### config.mk
export PLATFORM = sky130hd
export DESIGN_NAME = stream_mute_ctrl
export DESIGN_NICKNAME = d
export VERILOG_FILES = /design/src/rtl/stream_mute_pkg.sv /design/src/rtl/mute_seq.sv /design/src/rtl/fade_chan.sv /design/src/rtl/stream_mute_ctrl.sv
export SDC_FILE = /design/constraint.sdc
export NUM_CORES = 1
export LEC_CHECK = 0
export ABC_AREA = 1
export BUFFER_PORTS_ARGS = -buffer_cell sky130_fd_sc_hd__buf_2
export CAP_MARGIN = 0
export CORE_MARGIN = 4
export CORE_UTILIZATION = 30
export DETAILED_ROUTE_END_ITERATION = 7
export GPL_TIMING_DRIVEN = 0
export HOLD_SLACK_MARGIN = 0.08
export MAX_ROUTING_LAYER = met4
export PLACE_DENSITY = 0.47
export SYNTH_ARGS = -nofsm -noshare
export SYNTH_HDL_FRONTEND = slang
export SYNTH_HIERARCHICAL = 1
export SYNTH_SLANG_ARGS = --single-unit
export TNS_END_PERCENT = 100
### constraint.sdc
create_clock -name clk -period 15 [get_ports clk]
set_input_delay 1.5 -clock clk [delete_from_list [all_inputs] [get_ports clk]]
set_output_delay 1.5 -clock clk [all_outputs]
set_load 0.02 [all_outputs]
### src/rtl/stream_mute_pkg.sv
package stream_mute_pkg;
  typedef enum logic [1:0] {
    ST_LIVE   = 2'd0,
    ST_FADE   = 2'd1,
    ST_SILENT = 2'd2
  } mute_st_e;

  typedef struct packed {
    logic pass_en;
    logic fade_load;
    logic fade_step;
    logic fade_last;
    logic force_zero;
  } chan_ctl_t;
endpackage

### src/rtl/mute_seq.sv
module mute_seq
  import stream_mute_pkg::*;
#(
  parameter int FADE_LOG2 = 12
) (
  input  logic      clk,
  input  logic      rst_n,
  input  logic      frame_stb,
  input  logic      stream_ok,
  input  logic      lock_in,
  input  logic      non_audio,
  output chan_ctl_t ctl,
  output logic      nostream_o,
  output logic      lock_o,
  output logic      loss_evt_o,
  output logic      ret_evt_o,
  output logic      lock_evt_o
);
  mute_st_e st_q, st_d;
  logic [FADE_LOG2-1:0] cnt_q, cnt_d;
  logic type_q, type_d;
  logic nostream_q, lock_q, loss_q, ret_q, lkev_q;
  logic lock_d;

  always_comb begin
    st_d   = st_q;
    cnt_d  = cnt_q;
    type_d = type_q;
    ctl    = '0;
    unique case (st_q)
      ST_LIVE: begin
        if (!stream_ok) begin
          if (type_q) begin
            st_d           = ST_SILENT;
            ctl.force_zero = 1'b1;
          end else begin
            st_d          = ST_FADE;
            ctl.fade_load = 1'b1;
            cnt_d         = '0;
          end
        end else if (frame_stb) begin
          ctl.pass_en = 1'b1;
          type_d      = non_audio;
        end
      end
      ST_FADE: begin
        if (lock_q) begin
          st_d = ST_LIVE;
        end else if (frame_stb) begin
          ctl.fade_step = 1'b1;
          cnt_d         = cnt_q + 1'b1;
          if (cnt_q == '1) begin
            ctl.fade_last = 1'b1;
            st_d          = ST_SILENT;
          end
        end
      end
      default: begin
        ctl.force_zero = 1'b1;
        if (lock_q) st_d = ST_LIVE;
      end
    endcase
  end

  assign lock_d = stream_ok & lock_in;

  always_ff @(posedge clk or negedge rst_n) begin
    if (!rst_n) begin
      st_q       <= ST_SILENT;
      cnt_q      <= '0;
      type_q     <= 1'b0;
      nostream_q <= 1'b1;
      lock_q     <= 1'b0;
      loss_q     <= 1'b0;
      ret_q      <= 1'b0;
      lkev_q     <= 1'b0;
    end else begin
      st_q       <= st_d;
      cnt_q      <= cnt_d;
      type_q     <= type_d;
      nostream_q <= ~stream_ok;
      lock_q     <= lock_d;
      loss_q     <= ~stream_ok & ~nostream_q;
      ret_q      <= stream_ok & nostream_q;
      lkev_q     <= lock_d ^ lock_q;
    end
  end

  assign nostream_o = nostream_q;
  assign lock_o     = lock_q;
  assign loss_evt_o = loss_q;
  assign ret_evt_o  = ret_q;
  assign lock_evt_o = lkev_q;

  // a missing stream always clears lock at the next edge
  p_lock_clear_r3: assert property (@(posedge clk) disable iff (!rst_n)
    !stream_ok |=> !lock_o);
  // a falling stream flag yields a loss event one edge later
  p_loss_evt_r6: assert property (@(posedge clk) disable iff (!rst_n)
    $fell(stream_ok) |=> loss_evt_o);
  // loss and return events never coincide
  p_evt_excl_r6: assert property (@(posedge clk) disable iff (!rst_n)
    !(loss_evt_o && ret_evt_o));
endmodule

### src/rtl/fade_chan.sv
module fade_chan
  import stream_mute_pkg::*;
#(
  parameter int SAMPLE_W = 24,
  parameter int FRAC_W   = 12
) (
  input  logic                clk,
  input  logic                rst_n,
  input  chan_ctl_t           ctl,
  input  logic [SAMPLE_W-1:0] samp_i,
  output logic [SAMPLE_W-1:0] samp_o
);
  localparam int ACC_W = SAMPLE_W + FRAC_W;

  logic [SAMPLE_W-1:0] last_q, last_d, out_q, out_d;
  logic [ACC_W-1:0]    acc_q, acc_d, acc_step, last_ext, acc_load;

  assign last_ext = {{FRAC_W{last_q[SAMPLE_W-1]}}, last_q};
  assign acc_load = {last_q, {FRAC_W{1'b0}}};
  assign acc_step = acc_q - last_ext;

  always_comb begin
    last_d = last_q;
    acc_d  = acc_q;
    out_d  = out_q;
    if (ctl.pass_en) begin
      last_d = samp_i;
      out_d  = samp_i;
    end
    if (ctl.fade_load) acc_d = acc_load;
    if (ctl.fade_step) begin
      acc_d = acc_step;
      out_d = acc_step[ACC_W-1:FRAC_W];
    end
    if (ctl.force_zero) out_d = '0;
  end

  always_ff @(posedge clk or negedge rst_n) begin
    if (!rst_n) begin
      last_q <= '0;
      acc_q  <= '0;
      out_q  <= '0;
    end else begin
      last_q <= last_d;
      acc_q  <= acc_d;
      out_q  <= out_d;
    end
  end

  assign samp_o = out_q;

  // the final ramp step lands exactly on zero
  p_fade_end_r4: assert property (@(posedge clk) disable iff (!rst_n)
    ctl.fade_last |=> (acc_q == '0) && (out_q == '0));
  // a non-negative ramp never rises and never changes sign
  p_fade_mono_r4: assert property (@(posedge clk) disable iff (!rst_n)
    (ctl.fade_step && !last_q[SAMPLE_W-1]) |=>
      (!out_q[SAMPLE_W-1] && ($signed(out_q) <= $past($signed(out_q)))));
  // forced silence shows at the output one edge later
  p_zero_out_r5: assert property (@(posedge clk) disable iff (!rst_n)
    ctl.force_zero |=> (out_q == '0));
endmodule

### src/rtl/stream_mute_ctrl.sv
module stream_mute_ctrl
  import stream_mute_pkg::*;
#(
  parameter int SAMPLE_W  = 24,
  parameter int FADE_LOG2 = 12
) (
  input  logic                clk,
  input  logic                rst_n,
  input  logic                frame_stb,
  input  logic                stream_ok,
  input  logic                lock_in,
  input  logic                non_audio,
  input  logic [SAMPLE_W-1:0] samp_a_i,
  input  logic [SAMPLE_W-1:0] samp_b_i,
  output logic [SAMPLE_W-1:0] samp_a_o,
  output logic [SAMPLE_W-1:0] samp_b_o,
  output logic                nostream_o,
  output logic                lock_o,
  output logic                loss_evt_o,
  output logic                ret_evt_o,
  output logic                lock_evt_o
);
  localparam int NCH = 2;

  logic [1:0] rst_sync_q;
  logic       rst_core_n;

  always_ff @(posedge clk or negedge rst_n) begin
    if (!rst_n) rst_sync_q <= 2'b00;
    else        rst_sync_q <= {rst_sync_q[0], 1'b1};
  end
  assign rst_core_n = rst_sync_q[1];

  chan_ctl_t           ctl;
  logic [SAMPLE_W-1:0] s_in  [NCH];
  logic [SAMPLE_W-1:0] s_out [NCH];

  assign s_in[0]  = samp_a_i;
  assign s_in[1]  = samp_b_i;
  assign samp_a_o = s_out[0];
  assign samp_b_o = s_out[1];

  mute_seq #(.FADE_LOG2(FADE_LOG2)) u_seq (
    .clk        (clk),
    .rst_n      (rst_core_n),
    .frame_stb  (frame_stb),
    .stream_ok  (stream_ok),
    .lock_in    (lock_in),
    .non_audio  (non_audio),
    .ctl        (ctl),
    .nostream_o (nostream_o),
    .lock_o     (lock_o),
    .loss_evt_o (loss_evt_o),
    .ret_evt_o  (ret_evt_o),
    .lock_evt_o (lock_evt_o)
  );

  // one independent ramp engine per channel
  for (genvar g = 0; g < NCH; g++) begin : g_chan
    fade_chan #(.SAMPLE_W(SAMPLE_W), .FRAC_W(FADE_LOG2)) u_chan (
      .clk    (clk),
      .rst_n  (rst_core_n),
      .ctl    (ctl),
      .samp_i (s_in[g]),
      .samp_o (s_out[g])
    );
  end
endmodule

==> results of run 1 <==
==> final cells by class <==
class	instances	area share, %
inverters	266	6.49
clock buffers	21	2.99
well taps	592	4.82
repair buffers	110	4.08
plain buffers	48	1.38
multi-input cells	1489	48.1
clock inverters	11	1.17
flip-flops and latches	190	31.0
==> power by group <==
group          switching (W)  total (W)  internal [W]
clock               0.000223   0.000513      0.000290
sequential          0.000136   0.000847      0.000711
combinational        0.00177    0.00259      0.000823
==> final timing paths <==
kind | start | endpoint | slack (ns) | cells past startpoint
max in group asynchronous | rst_sync_q[1]$_DFF_PN0_ | g_chan[0].u_chan/last_q[10]$_DFFE_PN0P_ | 13.80 | 2
worst max-delay path | stream_ok | g_chan[1].u_chan/acc_q[34]$_DFFE_PN0P_ | 11.61 | 7
min in group clk | rst_sync_q[0]$_DFF_PN0_ | rst_sync_q[1]$_DFF_PN0_ | 0.35 | 0
worst min register to register | rst_sync_q[1]$_DFF_PN0_ | u_seq/lock_o$_DFF_PN0_ | 0.24 | 0
worst min-delay path | rst_sync_q[1]$_DFF_PN0_ | u_seq/lock_o$_DFF_PN0_ | 0.24 | 0
worst max register to register | u_seq/st_q[0]$_DFFE_PN0P_ | g_chan[1].u_chan/acc_q[34]$_DFFE_PN0P_ | 12.06 | 8
==> metrics by stage <==
stage	instances	area [µm²]	hold WS, ns	utilization [%]	worst slack (ns)
2_1_floorplan	1993	13400	0.331	-	9.32
3_3_place_gp	2691	14600	0.337	33.2	6.46
3_5_place_dp	2695	14700	0.240	33.4	11.00
4_1_cts	2727	15400	0.247	34.8	11.56
5_1_grt	2727	15400	0.262	34.8	11.44
6_report	2727	15400	0.235	34.8	11.61
==> metal layers <==
layer  wire (µm)  vias up
met5           0        -
met4        1720        0
met3        2250       87
met2       22800      277
met1       22300     6121
li1            -     6577
==> sequential cells by signal, indices dropped and copies added, names as in the netlist <==
register	cells
u_seq/lock_o	1
g_chan.u_chan/samp_o	48
u_seq/type_q	1
u_seq/ret_evt_o	1
g_chan.u_chan/last_q	48
u_seq/cnt_q	12
u_seq/nostream_o	1
u_seq/loss_evt_o	1
rst_sync_q	2
u_seq/lock_evt_o	1
u_seq/st_q	2
g_chan.u_chan/acc_q	72
==> impl_metrics.toml, run 1 <==
[status]
status = "complete, no violations"

[routing]
drt-initial-drc-count = 857
drc = 0
avgRoutedWirePerCell_um = 18.0
firstDrtPassIters = 5
num_vias = 13100
viasPerCell = 4.79
final_antenna_net_count = 0
routed_wl_um = 49100

[floorplan]
die_area_um2 = 48000
start_util_pct = 30.3
core-area_um2 = 44100
die-height_um = 219
die_w_um = 219
io_pins = 107
rows = 77

[logic_synthesis]
ys_warn_count = 6
syn-cell-area_um2 = 13400
synth_fp_nets = 2120
synth_cells = 1993
synth.avg_cell_area_um2 = 6.70

[clock_network]
clock_latency_ns = 0.50
postCtsSetupBuffers = 0
root_buffer = "clkbuf_16"
clk_pin_slew_ns = 0.07
cts_tree = "built"
cts.sinks = 190
cts.htree.levels = 4
ctsResizeCount = 0
cts_max_path_buffers = 2
cts_buffers = 17
ctsHoldBuffers = 0

[worst_setup_path]
crit_path_top_delay_cell = "nor2_1"
crit_top_cell = "nor2_1"
slowest_delay_ns = 0.74
crit_family = "simple AND/OR/NAND/NOR gates"
end_kind = "flip-flop"
path_class = "in2reg"
crit_chain = "buf_2 -> nor2_1 -> nor2_1 -> inv_1 -> clkbuf_1 -> nor2_1 -> a21oi_1"
cp_max_fo = 10
critical_path_buf_inv_count = 3
worst_setup_path_start_kind = "primary input"
cp.required_ns = 15.41
cp.arrival_ns = 3.80

[hold_path]
min_path_type = "reg2async"

[power]
peakVddDrop_mv = 0.0734
p_per_area_nw_per_um2 = 257
total_power_w = 0.00395
leakage_nw = 8.14

[final_layout]
antennaDiodeCount = 0
multi_input_area_um2 = 7400
layout_common_cells = "nand2_1, inv_1, dfrtp_1, o21ai_0, nor2_1"
nFillCells = 4928
area_delta_synth_final_pct = 15.1
layout_commonest_cell = "nand2_1"
fin_nets = 2249
seqCellArea_um2 = 4760
drive_gt1_share_pct = 12.6

[global_routing]
gr-total-overflow = 0
grtUsageMet2_pct = 34.0
busiest_layer = "met2"
grt_max_degree = 63
grt_pass1_wl_um = 75200
grtUsageMet1_pct = 27.4
first_global_vias = 12900
grtUsageTotal_pct = 21.5
grt_use_met3_pct = 4.21
antenna_found_initial = 0

[sta]
maxSlewViolCount = 0
setup_viol = 0
final.setup.tns_ns = 0
min_period_over_period_pct = 22.6
period_needed_ns = 3.39
rsz0062_at_grt = "false"
finalHoldViolCount = 0
fin_skew_ns = 0.0126
fmax_ghz = 0.295
slew_headroom_pct = 22.7
worstMarginPinSlew_ns = 1.15

[place]
place_hpwl_um = 40000
finalWeightedCongestion = 0.946
port_buffers = 106

[run]
drv_cap = 0
Note: power is estimated with default switching activity, not from simulation.
==> run 2: changes to the inputs <==
Settings changed: ABC_AREA 1 to 0.
Clock period 15 ns to 3.15 ns, I/O delays scaled along.
==> run 2 against run 1 <==
Final cell count fell by 27%; clock power grew to 4.7 times the previous value; power rose to 4.7 times the previous value; synthesized area down 12%; critical path depth increased by 8.
==> impl_metrics.toml, run 2 <==
[status]
status = "complete, no violations"

[clock_network]
clk_pin_slew_ns = 0.08
root_buffer = "clkbuf_16"
clock_latency_ns = 0.47
cts_buffers = 17
cts_max_path_buffers = 2
cts_tree = "built"
cts.htree.levels = 4
cts.sinks = 190

[logic_synthesis]
ys_warn_count = 6
synth_cells = 1274
syn-cell-area_um2 = 11700
synth.avg_cell_area_um2 = 9.19
synth_fp_nets = 1401

[worst_setup_path]
cp.required_ns = 3.47
path_class = "reg2reg"
worst_setup_path_start_kind = "flip-flop"
end_kind = "flip-flop"
cp_max_fo = 5
rr_worst_depth = 15
cp.arrival_ns = 3.45

[routing]
drt-initial-drc-count = 532
viasPerCell = 5.20
firstDrtPassIters = 7
num_vias = 10300
final_antenna_net_count = 0
avgRoutedWirePerCell_um = 19.5
drc = 0
routed_wl_um = 38700

[power]
internal_power_w = 0.00968
leakage_nw = 6.34
p_per_area_nw_per_um2 = 1280
pwr-share-clk_pct = 12.9
peakVddDrop_mv = 0.426
sequentialPowerShare_pct = 21.7
swShare_pct = 47.7
combPwrFrac_pct = 65.4
p_sw_w = 0.00885

[place]
dp.cells = 1902
port_buffers = 106
placed_area_um2 = 13000
finalWeightedCongestion = 0.873
place_hpwl_um = 28500

[floorplan]
start_util_pct = 30.3
core-area_um2 = 38600
io_pins = 107
die-height_um = 206
die_area_um2 = 42300
die_w_um = 206
rows = 72

[final_layout]
finalNonFillerCells = 1986
fin_nets = 1581
final_core_util_pct = 37.4
seqCellArea_um2 = 4760
layout_commonest_cell = "dfrtp_1"
layout_common_cells = "dfrtp_1, a21oi_1, nand2_1, buf_2, o21ai_0"
largest_reg_flops = 72
multi_input_area_um2 = 6760
final_cell_area_um2 = 14500
area_delta_synth_final_pct = 23.6
drive_gt1_share_pct = 20.0
largest-register = "g_chan.u_chan/acc_q"
nFillCells = 3962

[global_routing]
grt_max_degree = 63
gr-total-overflow = 0
grtUsageTotal_pct = 18.9
grt_pass1_wl_um = 59800
antenna_found_initial = 0
first_global_vias = 10100

[sta]
period_needed_ns = 3.13
min_period_over_period_pct = 99.3
maxSlewViolCount = 0
fmax_ghz = 0.320
rsz0062_at_grt = "true"
worstMarginPinSlew_ns = 1.03
holdWs_ns = 0.103
fin_skew_ns = 0.0259
setup_viol = 0
finalHoldViolCount = 0
slew_headroom_pct = 31.4

[run]
drv_cap = 0

[hold_path]
hold_depth = 3
min_path_type = "in2reg"
run 2: critical path, stage by stage, from the launching register on:
cell      delay (ns)
dfrtp_1         0.39
inv_2           0.07
ha_4            0.14
inv_2           0.03
fa_2            0.33
a21o_1          0.18
and4_4          0.20
o311ai_4        0.27
a211oi_2        0.14
a31oi_2         0.27
o21ai_2         0.09
a21oi_2         0.13
buf_6           0.14
o31a_1          0.18
mux2i_2         0.34
a211oi_2        0.08
run 2: final cells by class:
type | instances | share of cell area [%]
multi-input cells | 947 | 46.7
flip-flops and latches | 190 | 32.9
repair buffers | 163 | 7.48
well taps | 518 | 4.48
clock buffers | 17 | 2.94
inverters | 75 | 2.08
plain buffers | 60 | 2.04
clock inverters | 15 | 1.38
diodes | 1 | 0.0173
run 2: power by group through the flow:
stage	logic, W	registers, W	clock network [W]
3_3_place_gp	0.0106	0.00406	0
6_report	0.0121	0.00401	0.00239
5_1_grt	0.0134	0.00412	0.00256
3_5_place_dp	0.0106	0.00403	0
2_1_floorplan	0.00788	0.00402	0
4_1_cts	0.0112	0.00400	0.00247
run 2: path summary, 6_finish.rpt:
check / start / end / slack, ns
setup / recovery: g_chan[0].u_chan/acc_q[0]$_DFFE_PN0P_ / g_chan[0].u_chan/samp_o[22]$_DFFE_PN0P_ / 0.02
hold / removal: samp_a_i[13] / g_chan[0].u_chan/last_q[13]$_DFFE_PN0P_ / 0.10
setup reg to reg: g_chan[0].u_chan/acc_q[0]$_DFFE_PN0P_ / g_chan[0].u_chan/samp_o[22]$_DFFE_PN0P_ / 0.02
hold reg to reg: rst_sync_q[1]$_DFF_PN0_ / g_chan[0].u_chan/last_q[4]$_DFFE_PN0P_ / 0.33
max in group asynchronous: rst_sync_q[1]$_DFF_PN0_ / g_chan[1].u_chan/acc_q[32]$_DFFE_PN0P_ / 1.87
min in group asynchronous: rst_n / rst_sync_q[1]$_DFF_PN0_ / 0.16
run 2: per-layer routing:
| metal | wire length [µm] | track usage, % | vias up |
|---|---|---|---|
| li1 | - | - | 4973 |
| met4 | 620 | 4.98 | 0 |
| met1 | 19100 | 26.5 | 5140 |
| met3 | 1280 | 2.71 | 22 |
| met5 | 0 | - | - |
| met2 | 17700 | 28.7 | 202 |
run 2: metrics by stage:
step           worst slack, ns  power (W)  setup TNS, ns
2_1_floorplan           0.0183     0.0119              0
3_3_place_gp             -1.58     0.0146        -296.51
3_5_place_dp            -0.357     0.0147          -6.34
4_1_cts                -0.0553     0.0177         -0.171
5_1_grt                 -0.122     0.0200         -0.795
6_report                0.0216     0.0185              0
run 2: what timing repair did:
action,4_1_cts,5_1_grt
hold buffers,22,0
setup buffers,16,15
endpoints found under the setup margin,51,85
endpoints found under the hold margin,24,0
pin swaps,11,25
resized for setup,33,65
==> run 3: changes to the inputs <==
==> constraint.sdc (replaced) <==
create_clock -name clk -period 3.15 [get_ports clk]
set_input_delay 0.63 -clock clk [delete_from_list [all_inputs] [get_ports clk]]
set_output_delay 0.63 -clock clk [all_outputs]
set_load 0.02 [all_outputs]
==> run 3 against run 2 <==
First-iteration DRC count fell by 1.7%; final cell count decreased by 1.1%; register-to-register slack about the same; hold slack improved by 0.23 ns; clock power about the same; clock-buffer cell count unchanged; critical endpoint unchanged; largest cell class unchanged.
==> impl_metrics.toml, run 3 (synthesis results as in run 2) <==
[clock_network]
cts_tree = "built"
cts_max_path_buffers = 2
cts.htree.levels = 4
cts_buffers = 17
cts.sinks = 190
clock_latency_ns = 0.46
root_buffer = "clkbuf_16"
clk_pin_slew_ns = 0.08

[floorplan]
core-area_um2 = 38600
die_w_um = 206
die_area_um2 = 42300
start_util_pct = 30.3
rows = 72
io_pins = 107
die-height_um = 206

[routing]
final_antenna_net_count = 0
firstDrtPassIters = 7
drt-initial-drc-count = 523
routed_wl_um = 38600
avgRoutedWirePerCell_um = 19.7
num_vias = 10300
drc = 0
viasPerCell = 5.23

[final_layout]
area_delta_synth_final_pct = 21.8
drive_gt1_share_pct = 20.3
layout_commonest_cell = "dfrtp_1"
layout_common_cells = "dfrtp_1, a21oi_1, nand2_1, buf_2, o21ai_0"
finalNonFillerCells = 1965
nFillCells = 3973
fin_nets = 1560
largest_reg_flops = 72
final_cell_area_um2 = 14300
largest-register = "g_chan.u_chan/acc_q"

[power]
leakage_nw = 6.25
peakVddDrop_mv = 0.428
p_per_area_nw_per_um2 = 1300

[hold_path]
min_path_type = "reg2async"

[sta]
period_needed_ns = 3.14
rsz0062_at_grt = "true"
fin_skew_ns = 0.0153
maxSlewViolCount = 0
setup_viol = 0
worstMarginPinSlew_ns = 1.02
min_period_over_period_pct = 99.7
fmax_ghz = 0.318
finalHoldViolCount = 0
holdWs_ns = 0.334
slew_headroom_pct = 31.8
final.setup.tns_ns = 0

[place]
port_buffers = 106
placed_area_um2 = 13000
finalWeightedCongestion = 0.873
dp.cells = 1902
place_hpwl_um = 28500

[worst_setup_path]
cp.arrival_ns = 3.46
cp_max_fo = 5
end_kind = "flip-flop"
worst_setup_path_start_kind = "flip-flop"
path_class = "reg2reg"
cp.required_ns = 3.47
rr_worst_depth = 15

[status]
status = "complete, no violations"

[run]
drv_cap = 0

[global_routing]
grt_max_degree = 63
grtUsageTotal_pct = 18.8
antenna_found_initial = 0
gr-total-overflow = 0
grt_pass1_wl_um = 59600
first_global_vias = 10000
run 3: cell count changes in the layout (fill, tap and decap cells not counted):
| cell | before | now |
|---|---|---|
| dlygate4sd3_1 | 22 | 1 |
run 3: area by class of cell:
type                       instances  area [µm²]  area share, %
sequential                       190        4760           33.4
antenna                            1        2.50         0.0175
clock inverter                    15         200           1.40
timing repair buffer             142         872           6.12
buffer                            60         295           2.07
multi-input combinational        947        6760           47.4
inverter                          75         302           2.11
clock buffer                      17         425           2.98
tap                              518         648           4.54
run 3: path summary, 6_finish.rpt:
kind                            slack (ns)                                      end                                  start
worst max-delay path                 0.009  g_chan[0].u_chan/samp_o[22]$_DFFE_PN0P_  g_chan[0].u_chan/acc_q[0]$_DFFE_PN0P_
worst max register to register       0.009  g_chan[0].u_chan/samp_o[22]$_DFFE_PN0P_  g_chan[0].u_chan/acc_q[0]$_DFFE_PN0P_
worst min-delay path                  0.33   g_chan[0].u_chan/last_q[4]$_DFFE_PN0P_                rst_sync_q[1]$_DFF_PN0_
worst min register to register        0.33   g_chan[0].u_chan/last_q[4]$_DFFE_PN0P_                rst_sync_q[1]$_DFF_PN0_
max in group asynchronous             1.88  g_chan[1].u_chan/last_q[16]$_DFFE_PN0P_                rst_sync_q[1]$_DFF_PN0_
min in group clk                      0.36                  rst_sync_q[1]$_DFF_PN0_                rst_sync_q[0]$_DFF_PN0_
run 3: per-stage QoR:
stage,power [W],setup slack (ns),util [%]
2_1_floorplan,0.0119,0.0183,-
3_3_place_gp,0.0146,-1.58,33.3
3_5_place_dp,0.0147,-0.441,33.6
4_1_cts,0.0177,-0.0553,35.9
5_1_grt,0.0200,-0.122,36.9
6_report,0.0185,0.00868,36.9
run 3: where the power goes:
group / total, W / switching [W] / internal [W]
logic: 0.0121 / 0.00709 / 0.00502
clock network: 0.00240 / 0.00112 / 0.00128
registers: 0.00401 / 0.000652 / 0.00336
total: 0.0185 / 0.00886 / 0.00967
run 3: critical path, cell delays in order, from the launching register on:
cell,delay [ns]
dfrtp_1,0.39
inv_2,0.07
ha_4,0.14
inv_2,0.03
fa_2,0.33
a21o_1,0.18
and4_4,0.20
o311ai_4,0.27
a211oi_2,0.15
a31oi_2,0.27
o21ai_2,0.09
a21oi_2,0.13
buf_6,0.14
o31a_1,0.18
mux2i_2,0.35
a211oi_2,0.08
run 3: repair_timing:
item                                   4_1_cts  5_1_grt
hold buffers                                 1        0
pin swaps                                   11       25
endpoints found under the hold margin        2        0
setup endpoints to repair                   51       85
cloned                                       0        0
gates resized for setup                     33       65
setup buffers                               16       15
run 3: metal layers:
| metal | part of all wire, % | global-route usage, % |
|---|---|---|
| met5 | 0 | - |
| met4 | 1.7 | 4.98 |
| met3 | 3.5 | 2.73 |
| met2 | 45 | 28.5 |
| met1 | 49 | 26.4 |
